**src/rtl/bsort_pkg.sv**
```systemverilog
package bsort_pkg;
  // Number of comparator levels in a bitonic network of 2**lg inputs.
  function automatic int num_levels(input int lg);
    return (lg * (lg + 1)) / 2;
  endfunction

  // Linear position of level (phase p, step r) in the pipeline.
  function automatic int level_pos(input int p, input int r);
    return ((p * (p - 1)) / 2) + r;
  endfunction
endpackage

```
**src/rtl/bsort_cx.sv**
```systemverilog
module bsort_cx #(
  parameter int W   = 16,
  parameter bit ASC = 1'b1
) (
  input  logic [W-1:0] a_i,
  input  logic [W-1:0] b_i,
  output logic [W-1:0] lo_o,
  output logic [W-1:0] hi_o
);
  logic swap;

  // Ascending puts the minimum on the lower index, descending the maximum.
  always_comb begin
    swap = ASC ? (a_i > b_i) : (a_i < b_i);
    lo_o = swap ? b_i : a_i;
    hi_o = swap ? a_i : b_i;
  end
endmodule

```
**src/rtl/bsort_level.sv**
```systemverilog
module bsort_level #(
  parameter int W    = 16,
  parameter int N    = 8,
  parameter int SPAN = 2,
  parameter int DIST = 1
) (
  input  logic           clk,
  input  logic           rst,
  input  logic           vld_i,
  input  logic [N*W-1:0] dat_i,
  output logic           vld_o,
  output logic [N*W-1:0] dat_o
);
  logic [W-1:0] nxt [N];

  // One comparator per pair (i, i+DIST). The direction alternates per SPAN
  // block, so once SPAN == N the whole vector is sorted ascending.
  for (genvar i = 0; i < N; i++) begin : g_pair
    if ((i & DIST) == 0) begin : g_cx
      bsort_cx #(
        .W  (W),
        .ASC((i & SPAN) == 0)
      ) u_cx (
        .a_i (dat_i[i*W +: W]),
        .b_i (dat_i[(i+DIST)*W +: W]),
        .lo_o(nxt[i]),
        .hi_o(nxt[i+DIST])
      );
    end
  end

  always_ff @(posedge clk) begin
    if (rst) begin
      vld_o <= 1'b0;
      dat_o <= '0;
    end else begin
      vld_o <= vld_i;
      for (int k = 0; k < N; k++) dat_o[k*W +: W] <= nxt[k];
    end
  end
endmodule

```
**src/rtl/bitonic_sort8.sv**
```systemverilog
module bitonic_sort8 #(
  parameter int W     = 16,
  parameter int LOG_N = 3
) (
  input  logic                      clk,
  input  logic                      rst,
  input  logic                      in_valid,
  input  logic [(1<<LOG_N)*W-1:0]   in_data,
  output logic                      out_valid,
  output logic [(1<<LOG_N)*W-1:0]   out_data
);
  localparam int N      = 1 << LOG_N;
  localparam int LEVELS = bsort_pkg::num_levels(LOG_N);

  logic [N*W-1:0] lvl_d [LEVELS+1];
  logic           lvl_v [LEVELS+1];

  assign lvl_d[0] = in_data;
  assign lvl_v[0] = in_valid;

  // Phase p builds bitonic runs of 2**p; step r halves the compare distance.
  for (genvar p = 1; p <= LOG_N; p++) begin : g_phase
    for (genvar r = 0; r < p; r++) begin : g_step
      localparam int S = bsort_pkg::level_pos(p, r);
      bsort_level #(
        .W   (W),
        .N   (N),
        .SPAN(1 << p),
        .DIST(1 << (p - 1 - r))
      ) u_lvl (
        .clk  (clk),
        .rst  (rst),
        .vld_i(lvl_v[S]),
        .dat_i(lvl_d[S]),
        .vld_o(lvl_v[S+1]),
        .dat_o(lvl_d[S+1])
      );
    end
  end

  assign out_valid = lvl_v[LEVELS];
  assign out_data  = lvl_d[LEVELS];
endmodule

```
**config.mk**
```make
export PLATFORM = sky130hd
export DESIGN_NAME = bitonic_sort8
export DESIGN_NICKNAME = d
export VERILOG_FILES = /design/src/rtl/bsort_pkg.sv /design/src/rtl/bsort_cx.sv /design/src/rtl/bsort_level.sv /design/src/rtl/bitonic_sort8.sv
export SDC_FILE = /design/constraint.sdc
export NUM_CORES = 2
export LEC_CHECK = 0
export BUFFER_PORTS_ARGS = -buffer_cell sky130_fd_sc_hd__buf_2
export CAP_MARGIN = 5
export CORE_MARGIN = 5
export CORE_UTILIZATION = 55
export DETAILED_ROUTE_END_ITERATION = 8
export GPL_ROUTABILITY_DRIVEN = 1
export HOLD_SLACK_MARGIN = 0.02
export PLACE_DENSITY = 0.88
export SLEW_MARGIN = 20
export SYNTH_ARGS = -nofsm -noshare
export SYNTH_HDL_FRONTEND = slang
export SYNTH_SLANG_ARGS = --single-unit
```
**constraint.sdc**
```tcl
create_clock -name clk -period 2.2 [get_ports clk]
set_input_delay 0.11 -clock clk [delete_from_list [all_inputs] [get_ports clk]]
set_output_delay 0.11 -clock clk [all_outputs]
set_load 0.01 [all_outputs]
```
==> summary.md <==
| Metric | Value |
|---|---|
| Commonest cells after routing, fill and taps aside | `mux2i_1, dfxtp_1, nor2_1, nand2b_1, buf_4` |
| Crit path required time | `2710 ps` |
| P per Cell Area | `1760 nW/um^2` |
| Least-Margin Pin Slew | `around 660 ps` |
| First-pass GRT wire length | `184 mm` |
| Dpl hpwl | `between 70 and 80 mm` |
| Clock sinks | `774` |
| Largest fanout on the critical path | `6` |
| Cells on worst reg2reg path | `9` |
| Num CTS Buffers | `between 70 and 80` |
| Post-Syn Nets | `between 4,000 and 5,000` |
| Synth unique cells | `44` |
| Min-delay src | `in_valid` |
| Fillers | `3,516` |
| CTS tree | `yes` |
| Reg clk slew, reported paths | `around 60 ps` |
| Final setup vio count | `554` |
| Vias per cell | `6.10` |
| GP Congestion | `0.972` |
| Layout Skew | `roughly 33 ps` |
| GRT Resource Usage Total | `31.0%` |
| Final #Nets | `5,112` |
| Design area | `52,700 sq um` |
| Initial core utilization | `55.5%` |
| FFs w/ async S/R, synth | `0%` |
| Hold Path Stages | `3` |
| Commonest non-fill, non-tap cell in the layout | `mux2i_1` |
| CP endpoint kind | `flop` |
| Fmax | `0.361 GHz` |
| Layout Utilization | `76.7%` |
| Multi-input logic area | `23,700 sq um` |
| Number of synthesized register bits | `774` |
| Routed WL per cell | `around 26 um` |
| First-pass DRT Iterations | `8` |
| Hold Crit Class | `primary input to flop` |
| Crit path kind | `flop to flop` |
| Core outline area | `68,700 sq um` |
| Initial antenna violation count | `15` |
| Synth warn | `0` |
| Final slew viol count | `0` |
| Port buffer count | `~260` |
| Post-Route Setup TNS | `-104,010 ps` |
| Post-Route WL | `146 mm` |
| Arrival time of the worst setup path | `3270 ps` |
| Placed inst area | `42,500 sq um` |
| Final worst slack | `-567 ps` |
| Status | `finished with violations` |
| Worst VDD drop | `1.68 mV` |
| Pre-CTS WS | `-367 ps` |
| Synth Instances | `3,829` |
| Vias | `34,144` |
| Layout Cells excl Fill | `5,598` |
| Worst slew margin | `55.1%` |
| Die area | `74,700 sq um` |
| Mapped Area | `38,100 sq um` |
| Period minus WS final | `approximately 2800 ps` |
| CTS H-Tree Depth | `3` |
| Die H | `273 um` |
| Clock Tree Root | `clkbuf_16` |
| Area Growth Syn to Fin | `38.1%` |
| Vias in the first global route | `approximately 33,000` |
| Die extent in x | `around 270 um` |
| Worst skew pair latency | `660 ps` |
| Hold Crit Endpoint | `g_phase[1].g_step[0].u_lvl.vld_o` |
| Iter 0 DRT Violations | `3,856` |
| Reg area | `15,900 sq um` |
| Largest net degree at the start of global routing | `115` |
| Layout cells sized above 1 | `35.4%` |
| Placed cell count | `5,211` |
| P_leak | `22.7 nW` |
| Overflow after GRT | `0` |
| Endpoint of the worst register-to-register path | `g_phase[3].g_step[1].u_lvl.dat_o[98]` |
| I/O pin total | `260` |
| Antenna Nets Post-Route | `0` |
| R2r setup slk | `-570 ps` |
| Violated checks | `negative setup slack` |
| Max Cap Viol | `0` |
| Clk buf depth | `3` |
| Critical path startpoint category | `flop` |
| Row count | `96` |
| Main synth FF type | `dfxtp_1` |
| Drc violations | `0` |
| Final-report hold violation count | `0` |
| RSZ-0062 raised after global routing | `yes` |
| Reg-to-Reg Start | `g_phase[3].g_step[0].u_lvl.dat_o[97]` |
| Syn Area/Cell | `9.96 sq um` |
| Period utilization | `126%` |
| Register area share after synthesis | `40.6%` |
| Post-synth EDFFs | `0` |
-- area by class of cell --
cell class | count | area share (%)
Antenna cell | 7 | 0.0333
Multi-Input combinational cell | 2502 | 44.9
Clock inverter | 37 | 1.03
Timing Repair Buffer | 864 | 14.7
Sequential cell | 774 | 30.1
Inverter | 383 | 2.74
Clock buffer | 100 | 4.19
Tap cell | 931 | 2.21
-- through the flow --
stage          power (W)  hold WS (ps)
2_1_floorplan     0.0484           238
3_3_place_gp      0.0509           347
3_5_place_dp      0.0519           349
4_1_cts           0.0774           255
5_1_grt           0.0942           307
6_report          0.0925           291
-- sequential cells by signal (all words and copies together), names as in the netlist --
name / count
g_phase.g_step.u_lvl.vld_o: 6
g_phase.g_step.u_lvl.dat_o: 768
-- power breakdown --
group          internal [W]  switching, W
clock               0.00863       0.00605
combinational        0.0326        0.0266
sequential           0.0162       0.00237
total                0.0574        0.0350
-- critical path, cell delays in order (launching register included) --
cell	delay, ps
dfxtp_2	430
inv_1	90
ha_1	310
nor2b_1	160
o21ai_0	360
a21boi_2	130
o31a_4	440
clkbuf_16	190
mux2i_1	130
nor2_1	390
-- worst max path at each step --
| stage | from | end | slack, ps | cells after the start |
|---|---|---|---|---|
| after floorplan | g_phase[3].g_step[0].u_lvl.dat_o[126] | g_phase[3].g_step[1].u_lvl.dat_o[119] | 150 | 10 |
| after global placement | g_phase[3].g_step[0].u_lvl.dat_o[41] | g_phase[3].g_step[1].u_lvl.dat_o[39] | -320 | 10 |
| after detailed placement | g_phase[3].g_step[0].u_lvl.dat_o[39] | g_phase[3].g_step[1].u_lvl.dat_o[39] | -370 | 10 |
| after CTS | g_phase[1].g_step[0].u_lvl.dat_o[63] | g_phase[2].g_step[0].u_lvl.dat_o[59] | -90 | 9 |
| after global routing | g_phase[2].g_step[1].u_lvl.dat_o[116] | g_phase[3].g_step[0].u_lvl.dat_o[121] | -670 | 8 |
| final | g_phase[3].g_step[0].u_lvl.dat_o[97] | g_phase[3].g_step[1].u_lvl.dat_o[98] | -570 | 9 |
-- what timing repair did --
action / in CTS / in global routing
gates resized for setup: 450 / 562
pin swaps: 87 / 166
setup endpoints to repair: 507 / 655
gates cloned: 21 / 18
hold endpoints to repair: 136 / 0
buffers inserted: 45 / 60
hold buffers: 130 / 0
-- Yosys cell counts, types with 10 or more instances --
master | number | area, sq um
dfxtp_1 | 774 | 15500
mux2i_1 | 768 | 7690
nor2_1 | 440 | 1650
inv_1 | 383 | 1440
ha_1 | 378 | 4730
nand2b_1 | 352 | 2200
a21oi_1 | 143 | 716
clkbuf_1 | 86 | 323
nand2_1 | 80 | 300
nand4_1 | 59 | 369
nand3_1 | 46 | 230
o21ai_0 | 38 | 190
buf_6 | 35 | 394
buf_12 | 30 | 601
nor2b_1 | 30 | 188
a21o_1 | 23 | 173
nor4_2 | 17 | 213
a221o_1 | 13 | 130
and2_1 | 13 | 81.3
o31a_1 | 12 | 105
a21boi_1 | 11 | 82.6
o21ai_1 | 11 | 55.1
buf_4 | 10 | 75.1
o211ai_1 | 10 | 75.1
-- metal layers --
metal / wire, um / vias up / GRT usage [%]
met5: 64 / - / 0
met4: 15100 / 10 / 20.2
met3: 12700 / 1025 / 5.40
met2: 68300 / 2528 / 53.9
met1: 49600 / 16116 / 35.1
li1: - / 14465 / -
-- kinds of logic after synthesis --
kind of cell	Yosys count	share of synthesized area, %
simple gates	1073	14.6
compound gates	283	4.55
buf+inv	553	7.70
fa+ha+maj	378	12.4
flops	774	40.6
mux	768	20.2
Power figures use the tool's default switching activity.
